## src/rtl/tmr_pkg.sv

```systemverilog
package tmr_pkg;

    localparam int DATA_W = 32;
    localparam int CTRL_W = 11;

    // Control word; the last field is bit 0.
    typedef struct packed {
        logic en_all;       // 10
        logic pwm_en;       // 9
        logic flag;         // 8
        logic run;          // 7
        logic irq_en;       // 6
        logic load;         // 5
        logic auto_rl;      // 4
        logic cap_trig;     // 3
        logic out_en;       // 2
        logic down;         // 1
        logic cap_mode;     // 0
    } tmr_ctrl_t;

    localparam int FLAG_BIT   = 8;
    localparam int EN_ALL_BIT = 10;

    typedef enum logic [1:0] {
        REG_CTRL  = 2'd0,
        REG_LOAD  = 2'd1,
        REG_COUNT = 2'd2,
        REG_NONE  = 2'd3
    } tmr_reg_e;

    function automatic tmr_ctrl_t word_to_ctrl(input logic [DATA_W-1:0] w);
        return tmr_ctrl_t'(w[CTRL_W-1:0]);
    endfunction

endpackage

```

## src/rtl/tmr_count_step.sv

```systemverilog
module tmr_count_step #(
    parameter int CNT_W = 32
) (
    input  logic [CNT_W-1:0] count_q,
    input  logic [CNT_W-1:0] load_q,
    input  logic             hold_load,
    input  logic             run,
    input  logic             down,
    input  logic             auto_rl,
    output logic [CNT_W-1:0] count_d,
    output logic             wrap
);

    always_comb begin
        wrap    = 1'b0;
        count_d = count_q;
        if (hold_load) begin
            count_d = load_q;
        end else if (run) begin
            if (down) begin
                wrap    = (count_q == '0);
                count_d = count_q - CNT_W'(1);
            end else begin
                wrap    = (count_q == '1);
                count_d = count_q + CNT_W'(1);
            end
            if (wrap && auto_rl) begin
                count_d = load_q;
            end
        end
    end

endmodule

```

## src/rtl/tmr_channel.sv

```systemverilog
module tmr_channel
    import tmr_pkg::*;
#(
    parameter int CNT_W = 32
) (
    input  logic              clk,
    input  logic              rst,
    input  logic              wr_ctrl,
    input  logic              wr_load,
    input  logic [DATA_W-1:0] wdata,
    input  logic              start_all,
    output tmr_ctrl_t         ctrl_q,
    output logic [CNT_W-1:0]  load_q,
    output logic [CNT_W-1:0]  count_q,
    output logic              irq_req
);

    logic [CNT_W-1:0] count_d;
    logic             wrap;
    tmr_ctrl_t        ctrl_d;

    tmr_count_step #(.CNT_W(CNT_W)) u_step (
        .count_q   (count_q),
        .load_q    (load_q),
        .hold_load (ctrl_q.load),
        .run       (ctrl_q.run),
        .down      (ctrl_q.down),
        .auto_rl   (ctrl_q.auto_rl),
        .count_d   (count_d),
        .wrap      (wrap)
    );

    // Written value first, then the enable side effects, then the flag.
    always_comb begin
        ctrl_d = ctrl_q;
        if (wr_ctrl) begin
            ctrl_d      = word_to_ctrl(wdata);
            ctrl_d.flag = ctrl_q.flag & ~wdata[FLAG_BIT];
        end else if (wrap && !ctrl_q.auto_rl) begin
            ctrl_d.run = 1'b0;
        end
        if (start_all) begin
            ctrl_d.run = 1'b1;
        end
        if (wrap) begin
            ctrl_d.flag = 1'b1;
        end
    end

    always_ff @(posedge clk) begin
        if (rst) begin
            ctrl_q  <= '0;
            load_q  <= '0;
            count_q <= '0;
        end else begin
            ctrl_q  <= ctrl_d;
            count_q <= count_d;
            if (wr_load) begin
                load_q <= wdata[CNT_W-1:0];
            end
        end
    end

    assign irq_req = ctrl_q.flag & ctrl_q.irq_en;

endmodule

```

## src/rtl/tmr_bus_decode.sv

```systemverilog
module tmr_bus_decode
    import tmr_pkg::*;
#(
    parameter  int NUM_TIMERS = 2,
    parameter  int CNT_W      = 32,
    localparam int IDX_W      = $clog2(NUM_TIMERS),
    localparam int ADDR_W     = IDX_W + 4
) (
    input  logic                                bus_wr,
    input  logic [ADDR_W-1:0]                   bus_addr,
    input  logic                                wr_en_all,
    input  logic [NUM_TIMERS-1:0][CTRL_W-1:0]   ctrl_words,
    input  logic [NUM_TIMERS-1:0][CNT_W-1:0]    load_words,
    input  logic [NUM_TIMERS-1:0][CNT_W-1:0]    count_words,
    output logic [NUM_TIMERS-1:0]               wr_ctrl,
    output logic [NUM_TIMERS-1:0]               wr_load,
    output logic                                start_all,
    output logic [DATA_W-1:0]                   bus_rdata
);

    tmr_reg_e         sel;
    logic [IDX_W-1:0] idx;
    logic             unused_byte_lanes;

    assign sel               = tmr_reg_e'(bus_addr[3:2]);
    assign idx               = bus_addr[ADDR_W-1:4];
    assign unused_byte_lanes = ^bus_addr[1:0];

    for (genvar g = 0; g < NUM_TIMERS; g++) begin : g_strobe
        assign wr_ctrl[g] = bus_wr && (idx == IDX_W'(g)) && (sel == REG_CTRL);
        assign wr_load[g] = bus_wr && (idx == IDX_W'(g)) && (sel == REG_LOAD);
    end

    assign start_all = (|wr_ctrl) && wr_en_all;

    always_comb begin
        bus_rdata = '0;
        for (int i = 0; i < NUM_TIMERS; i++) begin
            if (idx == IDX_W'(i)) begin
                case (sel)
                    REG_CTRL:  bus_rdata = DATA_W'(ctrl_words[i]);
                    REG_LOAD:  bus_rdata = DATA_W'(load_words[i]);
                    REG_COUNT: bus_rdata = DATA_W'(count_words[i]);
                    default:   bus_rdata = '0;
                endcase
            end
        end
    end

endmodule

```

## src/rtl/tmr_dual.sv

```systemverilog
module tmr_dual
    import tmr_pkg::*;
#(
    parameter  int NUM_TIMERS = 2,
    parameter  int CNT_W      = 32,
    localparam int ADDR_W     = $clog2(NUM_TIMERS) + 4
) (
    input  logic              clk,
    input  logic              rst,
    input  logic              bus_wr,
    input  logic [ADDR_W-1:0] bus_addr,
    input  logic [DATA_W-1:0] bus_wdata,
    output logic [DATA_W-1:0] bus_rdata,
    output logic              irq_out
);

    tmr_ctrl_t                            ctrl_q [NUM_TIMERS];
    logic [NUM_TIMERS-1:0][CTRL_W-1:0]    ctrl_bits;
    logic [NUM_TIMERS-1:0][CNT_W-1:0]     load_bits;
    logic [NUM_TIMERS-1:0][CNT_W-1:0]     count_bits;
    logic [NUM_TIMERS-1:0]                wr_ctrl;
    logic [NUM_TIMERS-1:0]                wr_load;
    logic [NUM_TIMERS-1:0]                irq_req;
    logic                                 start_all;

    tmr_bus_decode #(.NUM_TIMERS(NUM_TIMERS), .CNT_W(CNT_W)) u_dec (
        .bus_wr      (bus_wr),
        .bus_addr    (bus_addr),
        .wr_en_all   (bus_wdata[EN_ALL_BIT]),
        .ctrl_words  (ctrl_bits),
        .load_words  (load_bits),
        .count_words (count_bits),
        .wr_ctrl     (wr_ctrl),
        .wr_load     (wr_load),
        .start_all   (start_all),
        .bus_rdata   (bus_rdata)
    );

    for (genvar g = 0; g < NUM_TIMERS; g++) begin : g_tmr
        tmr_channel #(.CNT_W(CNT_W)) u_ch (
            .clk       (clk),
            .rst       (rst),
            .wr_ctrl   (wr_ctrl[g]),
            .wr_load   (wr_load[g]),
            .wdata     (bus_wdata),
            .start_all (start_all),
            .ctrl_q    (ctrl_q[g]),
            .load_q    (load_bits[g]),
            .count_q   (count_bits[g]),
            .irq_req   (irq_req[g])
        );
        assign ctrl_bits[g] = ctrl_q[g];
    end

    assign irq_out = |irq_req;

endmodule

```

## config.mk

```make
export PLATFORM = sky130hd
export DESIGN_NAME = tmr_dual
export DESIGN_NICKNAME = d
export VERILOG_FILES = /design/src/rtl/tmr_pkg.sv /design/src/rtl/tmr_count_step.sv /design/src/rtl/tmr_channel.sv /design/src/rtl/tmr_bus_decode.sv /design/src/rtl/tmr_dual.sv
export SDC_FILE = /design/constraint.sdc
export NUM_CORES = 1
export LEC_CHECK = 0
export ABC_AREA = 1
export CELL_PAD_IN_SITES_DETAIL_PLACEMENT = 1
export CELL_PAD_IN_SITES_GLOBAL_PLACEMENT = 1
export CORE_AREA = 2 2 210 212
export DETAILED_ROUTE_END_ITERATION = 10
export DIE_AREA = 0 0 212 214
export DONT_BUFFER_PORTS = 1
export PLACE_DENSITY_LB_ADDON = 0.1
export SYNTH_ARGS = -nofsm -noshare
export SYNTH_HDL_FRONTEND = slang
export SYNTH_SLANG_ARGS = --single-unit
```

## constraint.sdc

```tcl
create_clock -name clk -period 2.2 [get_ports clk]
set_input_delay 0 -clock clk [delete_from_list [all_inputs] [get_ports clk]]
set_output_delay 0 -clock clk [all_outputs]
set_load 0.05 [all_outputs]
```

**After elaboration in Yosys (flattened, before gate mapping)**

Cells that the tools add are included.

- Muxes and demuxes: 31
- Eq/ne operators: 4
- $add $sub $neg: 4
- Bitwise operators: 6
- Reduce and logical (&&, ||, !) cells: 24

Operators with widths:

| cell | count |
|---|---|
| $mux W32 | 9 |
| $pmux W32 S3 | 2 |
| $add A32 B1 Y32 const B | 2 |
| $eq A32 B32 Y1 const B | 2 |
| $logic_not A32 Y1 | 2 |
| $sub A32 B1 Y32 const B | 2 |
| $mux W1 | 20 |
| $logic_and A1 B1 Y1 | 11 |
| $reduce_bool A2 Y1 | 4 |
| $reduce_bool A3 Y1 | 2 |
| $and A1 B1 Y1 | 4 |
| $reduce_or A2 Y1 | 2 |
| $eq A2 B1 Y1 const B | 1 |
| $eq A2 B2 Y1 const B | 1 |
| $logic_not A1 Y1 | 2 |
| $logic_not A2 Y1 | 1 |
| $not A1 Y1 | 2 |

- Logic and storage cells: 95
- Output and inout port bits: 33
- Bits in registers: 150
- Bits of input ports: 40

**Logic depth before layout (Yosys ltp)**

Gate-level depths: netlist (run 1).

- Word-level depth: 10
- Depth in mapped cells: 15
- Mapped depth without buffers: 15

**By module**

Synthesis (run 1) repeated with hierarchy kept, for this count alone.

- Cell total of the unflattened synthesis: 2593
- Area total of the unflattened synthesis: 14330.0 sq um

By module, submodules not included:

| module | area each (sq um) | sequential area each (sq um) | cells each | instances |
|---|---|---|---|---|
| tmr_count_step | 3943.8 | 0.0 | 827 | 2 |
| tmr_channel | 2446.1 | 1501.4 | 292 | 2 |
| tmr_bus_decode | 1539.0 | 0.0 | 352 | 1 |
| tmr_dual | 11.3 | 0.0 | 3 | 1 |

**Least setup slack after synthesis (run 1)**

OpenSTA, ideal clock, no wires.

- Path type: reg2reg
- Start point: register, netlist name g_tmr[0].u_ch.ctrl_q[1]
- End point: register g_tmr[0].u_ch.count_q[31]
- Data required time: 2068 ps
- Cell stages (with the launch flop): 13
- Path slack: -187 ps
- Arrival time: 2255 ps
- Buffers on the path: 0
- Clock period less this slack: 2387 ps
- Setup time: 132 ps
- Path through: dfxtp_1 -> ha_1 -> or2_2 -> nand3_1 -> nand2_1 -> nand2_1 -> nand2_1 -> nand2_1 -> nand2_1 -> nand2_1 -> nand3_1 -> nand2_1 -> a21oi_1

- Longest elaborated chain between the ends: 7
- Elaborated cells on any way between the ends: 8
- Classes of those cells: mux (7); reduce/logical (1)

RTL lines:

| item | RTL line | source |
|---|---|---|
| $mux W1 | tmr_count_step.sv:20 | `if (down) begin` |
| $mux W1 | tmr_count_step.sv:19 | `end else if (run) begin` |
| $mux W1 | tmr_count_step.sv:17 | `if (hold_load) begin` |
| $logic_and A1 B1 Y1 | tmr_count_step.sv:27 | `if (wrap && auto_rl) begin` |
| $mux W32 * | tmr_count_step.sv:27 |  |
| $mux W32 * | tmr_count_step.sv:19 |  |
| $mux W32 * | tmr_count_step.sv:17 |  |
| end signal: assignment | tmr_channel.sv:57 | `count_q <= count_d;` |
| end: declaration | tmr_channel.sv:14 | `output logic [CNT_W-1:0] count_q,` |

Mark *: on every way between the ends. The rest lies on a longest branch, timed or not. The select of a mux whose other input is x is not followed.
A chain may end at the register's enable or synchronous reset.

**Worst setup path in the final report (run 1)**

- Start point: register, netlist name g_tmr[1].u_ch.ctrl_q[1]
- End point: register g_tmr[1].u_ch.count_q[25]

- Longest elaborated chain between the ends: 7
- Elaborated cells on any way between the ends: 8
- Classes of those cells: mux (7); reduce/logical (1)

RTL lines:

| item | RTL line |
|---|---|
| $mux W1 | tmr_count_step.sv:20 |
| $mux W1 | tmr_count_step.sv:19 |
| $mux W1 | tmr_count_step.sv:17 |
| $logic_and A1 B1 Y1 | tmr_count_step.sv:27 |
| $mux W32 * | tmr_count_step.sv:27 |
| $mux W32 * | tmr_count_step.sv:19 |
| $mux W32 * | tmr_count_step.sv:17 |
| end signal: assignment | tmr_channel.sv:57 |
| end: declaration | tmr_channel.sv:14 |

Marks and branches as above.

==> flow_metrics.env, run 1 <==
export IMPL_met2_length_um=27420
export IMPL_dieArea_um2=45370
export IMPL_worstSetupStartpointType="flip-flop"
export IMPL_dp_cells=2843
export IMPL_synth_edf_count=0
export IMPL_violations="negative hold slack, negative setup slack"
export IMPL_ys_seq_area_frac=0.2419
export IMPL_drt_iter0_markers=735
export IMPL_regArea_um2=3015
export IMPL_drc=0
export IMPL_place_ws_ps=-186.0
export IMPL_route_layer_met1_wl_um=25450
export IMPL_wl_met3_um=1328
export IMPL_synth_flop_cell="dfxtp_1"
export IMPL_multi_input_area_um2=9281
export IMPL_critPathRequiredTime_ps=2550
export IMPL_syn2layout_area_growth_pct=35.61
export IMPL_n_fill_cell=5547
export IMPL_outcome="finished, violations left"
export IMPL_max_stage_delay_ps=460
export IMPL_fmax_mhz=446.7
export IMPL_mappedNetlistArea_um2=12410
export IMPL_grt_pass1_vias=14981
export IMPL_final_cell_area_um2=16830
export IMPL_leakage_nw=7.505
export IMPL_drv_slew=0
export IMPL_crit_path_end_kind="flip-flop"
export IMPL_rsz0062_at_grt="true"
export IMPL_core_um2=42890
export IMPL_antenna_found_initial=4
export IMPL_placementRows=76
export IMPL_cts_hold_buffers=41
export IMPL_worst_slew_pin_slew_ps=1012
export IMPL_hp_class="in2reg"
export IMPL_ant_nets=0
export IMPL_tritoncts="yes"
export IMPL_num_vias=14441
export IMPL_synth_net_count=2290
export IMPL_ioPinCount=73
export IMPL_synth_cells=2188
export IMPL_avgRoutedWirePerCell_um=18.97
export IMPL_wirelength_um=55720
export IMPL_fin_cells=2937
export IMPL_synth_distinct_cells=38
export IMPL_cts_root_buf="clkbuf_16"
export IMPL_period_share=1.017
export IMPL_hold_viol=60
export IMPL_powerDensity_nw_per_um2=444.4
export IMPL_placed_cell_area_um2=14010
export IMPL_ys_seq_elements=150
export IMPL_viasPerCell=4.917
export IMPL_critical_path_top_delay_family="simple AND/OR/NAND/NOR gates"
export IMPL_grt_use_total=0.2407
export IMPL_grt_pass1_wl_um=85240
export IMPL_cts_buffers=17
export IMPL_setup_viol=12
export IMPL_crit_buf_inv=4
export IMPL_clk_path_buf_depth=2
export IMPL_fin_tns_setup_ps=-206.7
export IMPL_finClkSkew_ps=11.51
export IMPL_dr_max_layer_used="met5"
export IMPL_arrival_ps=2580
export IMPL_gp_congestion=0.8722
export IMPL_period_needed_ps=2238
export IMPL_whs_ps=-378.1
export IMPL_path_clk_slew_ps=80
export IMPL_htreeDepth=4
export IMPL_initial_core_util=0.2894
export IMPL_clock_latency_ps=450
export IMPL_async_flop_share=0
export IMPL_crit_chain="buf_4 -> inv_1 -> nor2_1 -> buf_4 -> nand4_1 -> nor2_1 -> nand2_1 -> nand2_2 -> nand2_4 -> nand2_8 -> clkbuf_16 -> a21oi_1 -> nand2_1 -> a21oi_1"
export IMPL_clock_sinks=150
export IMPL_drv_cap=0
export IMPL_syn_mean_instance_area_um2=5.673
export IMPL_die_w_um=212
export IMPL_setup_ws_ps=-38.46
export IMPL_yosysWarningCount=0
export IMPL_crit_slowest_cell="dfxtp_4"
export IMPL_nets=2440
export IMPL_dp_hpwl_um=41930
export IMPL_ir_drop_v=0.0004718
export IMPL_dieHeight_um=214
export IMPL_worstSetupPathType="reg2reg"
export IMPL_grt_max_degree=67
export IMPL_grt_overflow=0
export IMPL_drive_gt1_frac=0.2064
export IMPL_max_slew_margin=0.3211
export IMPL_path_max_fanout=15
export IMPL_drtPass1Iterations=5
export IMPL_io_buffers=0
## sequential cells by signal, summed over array words and instances, names as in the netlist
name and count:
g_tmr.u_ch.ctrl_q 22, g_tmr.u_ch.load_q 64, g_tmr.u_ch.count_q 64
## logic make-up (layout without fill, tap and decap cells)
kind of cell,after synthesis,after routing,share of synthesized area
compound gates,380,380,0.1606
xor+xnor,28,28,0.01976
other cells,0,2,0
fa+ha+maj,62,62,0.06370
mux,5,5,0.004032
simple gates,1145,1145,0.3790
flops,150,150,0.2419
buf+inv,418,580,0.1310
## cell type report
cell class	count	share of cell area
multi-input combinational	1620	0.5514
inverter	340	0.07685
antenna	2	0.0002973
clock buffer	17	0.02527
tap	585	0.04348
timing repair buffer	209	0.1138
clock inverter	14	0.009811
sequential	150	0.1791
## metrics by stage
step	util	total power (W)
6_report	0.3925	0.007480
3_5_place_dp	0.3267	0.004166
3_3_place_gp	0.3267	0.004147
2_1_floorplan	-	0.003722
4_1_cts	0.3625	0.007388
5_1_grt	0.3925	0.007800
## repair_timing
action	in CTS	in global routing
gates cloned	1	6
gates resized for setup	93	250
endpoints found under the setup margin	25	64
setup buffers	3	11
pin swaps	11	48
hold endpoints to repair	147	60
## synthesized netlist by cell type (8+ instances only)
library cell	number	area, um2
a31oi_1	33	206.5
and2_1	19	118.9
nand2_1	742	2785
o21ai_0	118	590.6
inv_1	331	1242
a21oi_1	198	991.0
ha_1	60	750.7
nor2_1	178	668.1
xnor2_1	26	227.7
buf_2	8	40.04
clkbuf_1	60	225.2
o21ai_1	10	50.05
nand3_1	154	770.7
nand4_1	26	162.7
dfxtp_1	150	3003
o22ai_1	8	50.05
nand3b_1	14	105.1
## per-layer routing
layer	GRT usage	up-vias
met5	0	-
met4	0.06948	4
met3	0.02287	72
met2	0.4175	190
met1	0.3147	6933
li1	-	7242
## worst paths after layout
| kind | startpoint | endpoint | slack, ps | depth (start not counted) |
|---|---|---|---|---|
| max | g_tmr[1].u_ch.ctrl_q[1] | g_tmr[1].u_ch.count_q[25] | -40 | 14 |
| min | rst | g_tmr[0].u_ch.count_q[31] | -380 | 1 |
| max reg2reg | g_tmr[1].u_ch.ctrl_q[1] | g_tmr[1].u_ch.count_q[25] | -40 | 14 |
| min reg2reg | g_tmr[0].u_ch.load_q[27] | g_tmr[0].u_ch.load_q[27] | 470 | 2 |
## power by group
group          leakage, nW  internal [W]  switching [W]
logic                 6.00      0.000565       0.000918
registers             1.22       0.00280       0.000104
clock network        0.283       0.00170        0.00139
## worst reg2reg max path: cells and delay by family, from the launching register on
family,cells,cell delay [ps]
and+or+nand+nor,8,950
buffers and inverters,4,560
DFF,1,460
AOI/OAI and AO/OA,2,180
## placed cells by master (no fill, tap or decap), types with 22 or more instances in the layout
cell and n:
nand2_2 80, dlygate4sd3_1 41, buf_4 148, nor2_2 33
nand4_1 26, ha_4 55, a21oi_1 172, inv_1 323
o21ai_0 112, a21oi_2 24, dfxtp_1 144, a31oi_1 33
nand2_1 649, nand3_1 143, nor2_1 126, nor2_4 22
clkbuf_16 23
(Power assumes the default switching activity.)
==> run 2, diff against run 1 <==
--- a/config.mk
+++ b/config.mk
@@ -9,6 +9,7 @@
 export CELL_PAD_IN_SITES_DETAIL_PLACEMENT = 1
 export CELL_PAD_IN_SITES_GLOBAL_PLACEMENT = 1
 export CORE_AREA = 2 2 210 212
+export CTS_BUF_LIST = sky130_fd_sc_hd__clkbuf_2
 export DETAILED_ROUTE_END_ITERATION = 10
 export DIE_AREA = 0 0 212 214
 export DONT_BUFFER_PORTS = 1
==> flow_metrics.env, run 2 (synthesis gave the netlist of run 1 again) <==
export IMPL_reg2reg_from="g_tmr[1].u_ch.ctrl_q[1]"
export IMPL_p_total_w=0.006436
export IMPL_gr_usage_met3=0.02390
export IMPL_hold_viol=63
export IMPL_r2r_slack_ps=-130
export IMPL_mostFrequentLayoutCells="623 x nand2_1, 316 x inv_1, 156 x a21oi_1, 152 x buf_4, 132 x nand3_1"
export IMPL_initial_core_util=0.2894
export IMPL_placed_cell_area_um2=14010
export IMPL_clock_latency_ps=890
export IMPL_hp_class="in2reg"
export IMPL_htreeDepth=4
export IMPL_hold_path_endpoint="g_tmr[1].u_ch.count_q[7]"
export IMPL_die_w_um=212
export IMPL_wirelength_um=59460
export IMPL_grtUsageMet1=0.3205
export IMPL_core_um2=42890
export IMPL_nets=2566
export IMPL_placementRows=76
export IMPL_drv_cap=0
export IMPL_grt_overflow=0
export IMPL_drive_gt1_frac=0.2670
export IMPL_critPathRequiredTime_ps=2980
export IMPL_period_share=1.057
export IMPL_place_ws_ps=-186.0
export IMPL_drt_iter0_markers=881
export IMPL_powerDensity_nw_per_um2=353.3
export IMPL_antenna_found_initial=1
export IMPL_worst_slew_pin_slew_ps=1094
export IMPL_path_clk_slew_ps=300
export IMPL_clk_path_buf_depth=2
export IMPL_setup_ws_ps=-126.1
export IMPL_drc=0
export IMPL_finClkSkew_ps=48.56
export IMPL_avgRoutedWirePerCell_um=19.42
export IMPL_grt_max_degree=67
export IMPL_path_max_fanout=7
export IMPL_regArea_um2=3138
export IMPL_n_fill_cell=5512
export IMPL_reg2reg_to="g_tmr[1].u_ch.count_q[15]"
export IMPL_rsz0062_at_grt="true"
export IMPL_layout_commonest_cell="nand2_1"
export IMPL_num_vias=15205
export IMPL_dp_hpwl_um=41930
export IMPL_viasPerCell=4.966
export IMPL_grt_pass1_vias=15624
export IMPL_whs_path_depth=1
export IMPL_dieArea_um2=45370
export IMPL_hp_start="rst"
export IMPL_grt_pass1_wl_um=88600
export IMPL_ioPinCount=73
export IMPL_worstSetupPathType="reg2reg"
export IMPL_setup_viol=39
export IMPL_arrival_ps=3100
export IMPL_grt_use_total=0.2503
export IMPL_crit_path_end_kind="flip-flop"
export IMPL_period_needed_ps=2326
export IMPL_grt_use_met2=0.4372
export IMPL_final_cell_area_um2=18220
export IMPL_ant_nets=0
export IMPL_syn2layout_area_growth_pct=46.76
export IMPL_whs_ps=-838.3
export IMPL_reg2reg_depth=15
export IMPL_outcome="finished, violations left"
export IMPL_clock_sinks=150
export IMPL_grt_busiest_layer="met2"
export IMPL_gp_congestion=0.8722
export IMPL_cts_buffers=17
export IMPL_dieHeight_um=214
export IMPL_leakage_nw=8.205
export IMPL_drv_slew=0
export IMPL_tritoncts="yes"
export IMPL_multi_input_area_um2=9540
export IMPL_cts_root_buf="clkbuf_2"
export IMPL_ir_drop_v=0.0002795
export IMPL_top_regs="g_tmr.u_ch.count_q (64), g_tmr.u_ch.load_q (64), g_tmr.u_ch.ctrl_q (22)"
export IMPL_drtPass1Iterations=5
export IMPL_fmax_mhz=429.9
export IMPL_violations="negative hold slack, negative setup slack"
export IMPL_io_buffers=0
export IMPL_max_slew_margin=0.2664
export IMPL_worstSetupStartpointType="flip-flop"
[run 2: cell count changes in the layout (fill, tap and decap cells not counted), sizes merged]
| cell | before | now |
|---|---|---|
| clkbuf | 23 | 21 |
| buf | 162 | 202 |
| clkinv | 3 | 5 |
| dlygate4sd3 | 41 | 127 |
| diode | 2 | 1 |
[run 2: through the flow]
stage | cells | setup TNS, ps | hold WS [ps] | util
2_1_floorplan | 2188 | 0 | 134.9 | -
3_3_place_gp | 2843 | -970.0 | 100.4 | 0.3267
3_5_place_dp | 2843 | -1132 | 100.5 | 0.3267
4_1_cts | 3012 | -1273 | -930.9 | 0.3773
5_1_grt | 3062 | -8307 | -969.6 | 0.4248
6_report | 3062 | -2760 | -838.3 | 0.4248
[run 2: power breakdown]
| part | leakage [nW] | switching, W | total, W | internal [W] |
|---|---|---|---|---|
| combinational | 6.81 | 0.00102 | 0.00174 | 0.000719 |
| clock | 0.144 | 0.00125 | 0.00180 | 0.000556 |
| sequential | 1.25 | 0.0000953 | 0.00289 | 0.00279 |
[run 2: per-layer routing]
layer | vias up | wire [um]
met3 | 113 | 1517
met5 | - | 0
li1 | 7490 | -
met2 | 305 | 29620
met1 | 7297 | 26190
met4 | 0 | 2128
[run 2: how the worst max path moves through the flow]
stage	end	slack, ps	depth (start not counted)	from
final	g_tmr[1].u_ch.count_q[15]	-130	15	g_tmr[1].u_ch.ctrl_q[1]
after global routing	g_tmr[1].u_ch.count_q[15]	-240	15	g_tmr[1].u_ch.ctrl_q[1]
after CTS	g_tmr[1].u_ch.count_q[22]	-90	13	g_tmr[1].u_ch.ctrl_q[1]
after detailed placement	g_tmr[1].u_ch.count_q[29]	-190	12	g_tmr[1].u_ch.ctrl_q[1]
after global placement	g_tmr[1].u_ch.count_q[29]	-160	11	g_tmr[1].u_ch.ctrl_q[1]
after floorplan	g_tmr[0].u_ch.count_q[31]	120	12	g_tmr[0].u_ch.ctrl_q[1]
[run 2: final cells by class]
| type | instances | share of cell area |
|---|---|---|
| tap | 585 | 0.04018 |
| timing repair inverter | 2 | 0.001511 |
| inverter | 340 | 0.07205 |
| clock inverter | 14 | 0.009066 |
| multi-input combinational | 1620 | 0.5237 |
| sequential | 150 | 0.1723 |
| timing repair buffer | 333 | 0.1764 |
| antenna | 1 | 0.0001374 |
| clock buffer | 17 | 0.004670 |
[run 2: critical path, stage by stage (launching register included)]
cell,delay [ps]
dfxtp_4,490
buf_6,130
inv_4,30
buf_4,130
nor2_4,70
buf_6,120
nand4_1,150
nor2_1,140
nand2_1,90
nand2_2,130
nand2_4,80
nand2_8,180
clkbuf_16,210
nand2_1,50
nand3_1,70
a21oi_1,110
[run 2: what timing repair did]
item / CTS / global route
setup buffers: 10 / 41
cloned: 0 / 8
setup endpoints to repair: 62 / 88
endpoints found under the hold margin: 150 / 66
hold buffers: 128 / 1
pin swaps: 8 / 79
gates resized for setup: 153 / 410
==> run 3, diff against run 2 <==
--- a/config.mk
+++ b/config.mk
@@ -8,12 +8,13 @@
 export ABC_AREA = 1
 export CELL_PAD_IN_SITES_DETAIL_PLACEMENT = 1
 export CELL_PAD_IN_SITES_GLOBAL_PLACEMENT = 1
-export CORE_AREA = 2 2 210 212
+export CORE_AREA = 2 2 226 228
 export CTS_BUF_LIST = sky130_fd_sc_hd__clkbuf_2
 export DETAILED_ROUTE_END_ITERATION = 10
-export DIE_AREA = 0 0 212 214
+export DIE_AREA = 0 0 228 230
 export DONT_BUFFER_PORTS = 1
 export PLACE_DENSITY_LB_ADDON = 0.1
 export SYNTH_ARGS = -nofsm -noshare
 export SYNTH_HDL_FRONTEND = slang
+export SYNTH_HIERARCHICAL = 1
 export SYNTH_SLANG_ARGS = --single-unit
==> flow_metrics.env, run 3 <==
export IMPL_htreeDepth=4
export IMPL_cts_buffers=17
export IMPL_wirelength_um=64660
export IMPL_drtPass1Iterations=5
export IMPL_tritoncts="yes"
export IMPL_arrival_ps=3100
export IMPL_finClkSkew_ps=49.68
export IMPL_n_fill_cell=6525
export IMPL_dieArea_um2=52440
export IMPL_ioPinCount=73
export IMPL_synth_edf_count=0
export IMPL_syn2layout_area_growth_pct=48.39
export IMPL_clock_latency_ps=890
export IMPL_drv_slew=0
export IMPL_path_clk_slew_ps=260
export IMPL_synth_top_area_frac=0.2661
export IMPL_top_regs="g_tmr.u_ch/count_q (64), g_tmr.u_ch/load_q (64), g_tmr.u_ch/ctrl_q (22)"
export IMPL_ir_drop_v=0.0002728
export IMPL_setup_viol=32
export IMPL_internal_power_w=0.003895
export IMPL_final_cell_area_um2=21260
export IMPL_gp_congestion=0.8923
export IMPL_crit_buf_inv=4
export IMPL_cp_common_cell="nand2_2"
export IMPL_antenna_found_initial=1
export IMPL_p_seq_frac=0.487
export IMPL_die_w_um=228
export IMPL_clk_path_buf_depth=2
export IMPL_initial_core_util=0.2874
export IMPL_leakage_nw=10.56
export IMPL_max_slew_margin=0.5639
export IMPL_critPathRequiredTime_ps=3020
export IMPL_clock_sinks=150
export IMPL_hold_viol=68
export IMPL_grt_pass1_wl_um=97430
export IMPL_avgRoutedWirePerCell_um=17.91
export IMPL_worstSetupPathType="reg2reg"
export IMPL_rsz0062_at_grt="true"
export IMPL_regArea_um2=3062
export IMPL_crit_chain="clkbuf_16 -> ha_4 -> nand2_4 -> nor2_4 -> buf_6 -> nand3_2 -> nand3b_1 -> buf_6 -> nand2_4 -> nand2_2 -> nand2_2 -> nand3_4 -> nand2_2 -> a21oi_2 -> inv_1 -> nor2_1"
export IMPL_grt_use_total=0.2333
export IMPL_syn_mean_instance_area_um2=5.526
export IMPL_whs_ps=-856.2
export IMPL_crit_slowest_cell="dfxtp_4"
export IMPL_switching_share=0.3455
export IMPL_ys_top_cells_by_area="nand2_1 27%, dfxtp_1 21%, inv_1 11%, nand3_1 7.9%, a21oi_1 7.8%"
export IMPL_synth_flop_cell="dfxtp_1"
export IMPL_placementRows=82
export IMPL_pwr_share_clk=0.288
export IMPL_drt_iter0_markers=764
export IMPL_worst_slew_pin_slew_ps=654.1
export IMPL_violations="negative hold slack, negative setup slack"
export IMPL_dieHeight_um=230
export IMPL_nets=3026
export IMPL_period_share=1.032
export IMPL_yosysMostFrequentCell="nand2_1"
export IMPL_period_needed_ps=2271
export IMPL_grt_overflow=0
export IMPL_critical_path_top_delay_family="simple AND/OR/NAND/NOR gates"
export IMPL_mappedNetlistArea_um2=14330
export IMPL_cts_hold_buffers=164
export IMPL_grt_max_degree=151
export IMPL_hp_class="in2reg"
export IMPL_synth_distinct_cells=35
export IMPL_p_total_w=0.005952
export IMPL_powerDensity_nw_per_um2=279.9
export IMPL_yosysWarningCount=6
export IMPL_io_buffers=0
export IMPL_max_stage_delay_ps=460
export IMPL_fmax_mhz=440.3
export IMPL_core_um2=49860
export IMPL_layout_commonest_cell="nand2_1"
export IMPL_outcome="finished, violations left"
export IMPL_drv_cap=0
export IMPL_netlist_top_cells_count="1016 x nand2_1, 413 x inv_1, 237 x nor2_1"
export IMPL_dp_hpwl_um=45310
export IMPL_grt_pass1_vias=17687
export IMPL_drc=0
export IMPL_worstSetupStartpointType="flip-flop"
export IMPL_mostFrequentLayoutCells="796 x nand2_1, 382 x inv_1, 197 x buf_4, 188 x nor2_1, 177 x a21oi_1"
export IMPL_setup_ws_ps=-71.31
export IMPL_synth_net_count=2695
export IMPL_p_comb_frac=0.224
export IMPL_path_max_fanout=7
export IMPL_ys_seq_area_frac=0.2096
export IMPL_viasPerCell=4.774
export IMPL_ys_seq_elements=150
export IMPL_ant_nets=0
export IMPL_place_ws_ps=-212.0
export IMPL_drive_gt1_frac=0.2972
export IMPL_placed_cell_area_um2=16160
export IMPL_num_vias=17233
export IMPL_crit_path_end_kind="flip-flop"
export IMPL_synth_cells=2593
export IMPL_cts_root_buf="clkbuf_2"
export IMPL_multi_input_area_um2=11570
export IMPL_async_flop_share=0
export IMPL_yosysTopAreaCell="nand2_1"
export IMPL_switching_power_w=0.002057
## run 3: cell types whose count changed in the layout (fill, tap and decap cells not counted), sizes merged, moves of 19 or more
cell,before,now
o21ai,128,0
nand3,154,248
inv,346,418
nor2,181,242
dlygate4sd3,127,164
nor3,1,20
buf,202,250
nand2,745,1020
a31oi,33,0
a21oi,198,230
## run 3: worst paths after layout
kind,start,endpoint,slack (ps),cells after the start
min,rst,g_tmr[1].u_ch/count_q[2],-860,1
min reg2reg,g_tmr[0].u_ch/ctrl_q[8],g_tmr[0].u_ch/ctrl_q[8],590,2
max reg2reg,g_tmr[1].u_ch/ctrl_q[1],g_tmr[1].u_ch/count_q[28],-70,16
max,g_tmr[1].u_ch/ctrl_q[1],g_tmr[1].u_ch/count_q[28],-70,16
## run 3: stage by stage
step,util,instances,hold WS [ps],setup TNS [ps]
3_3_place_gp,0.3240,3369,80.18,-1273
5_1_grt,0.4265,3610,-954.6,-7198
2_1_floorplan,-,2593,139.0,0
3_5_place_dp,0.3240,3369,80.45,-3237
6_report,0.4265,3610,-856.2,-704.5
4_1_cts,0.3695,3569,-962.3,-1574
## run 3: power groups by stage
| stage | Combinational (W) | Clock (W) | Sequential [W] |
|---|---|---|---|
| floorplan | 0.000714 | 0 | 0.00291 |
| global placement | 0.000990 | 0 | 0.00294 |
| detailed placement | 0.00101 | 0 | 0.00294 |
| CTS | 0.00112 | 0.00181 | 0.00289 |
| global route | 0.00145 | 0.00188 | 0.00292 |
| finish | 0.00133 | 0.00172 | 0.00290 |
## run 3: layout make-up
cell class,instances,share of cell area
multi-input combinational,1914,0.5441
antenna,1,0.0001177
timing repair buffer,419,0.1862
clock inverter,13,0.006178
clock buffer,19,0.004472
inverter,422,0.07543
sequential,150,0.1440
tap,672,0.03954
## run 3: per-layer routing
layer / global-route usage / wire (um)
met5: 0 / 0
met4: 0.07128 / 1842
met3: 0.02703 / 1837
met2: 0.4126 / 32140
met1: 0.2961 / 28840
## run 3: cells by family (layout without fill, tap and decap cells)
| family | Yosys count | after routing | share of synthesized area |
|---|---|---|---|
| fa+ha+maj | 62 | 62 | 0.05518 |
| compound gates | 252 | 252 | 0.09971 |
| flops | 150 | 150 | 0.2096 |
| xor+xnor | 28 | 28 | 0.01711 |
| other cells | 0 | 1 | 0 |
| buf+inv | 529 | 873 | 0.1606 |
| simple gates | 1572 | 1572 | 0.4579 |
## run 3: what timing repair did
item / CTS / global route
setup endpoints to repair: 81 / 73
hold endpoints to repair: 150 / 68
resized for setup: 100 / 587
cloned: 0 / 7
setup buffers: 4 / 36
pin swaps: 6 / 185
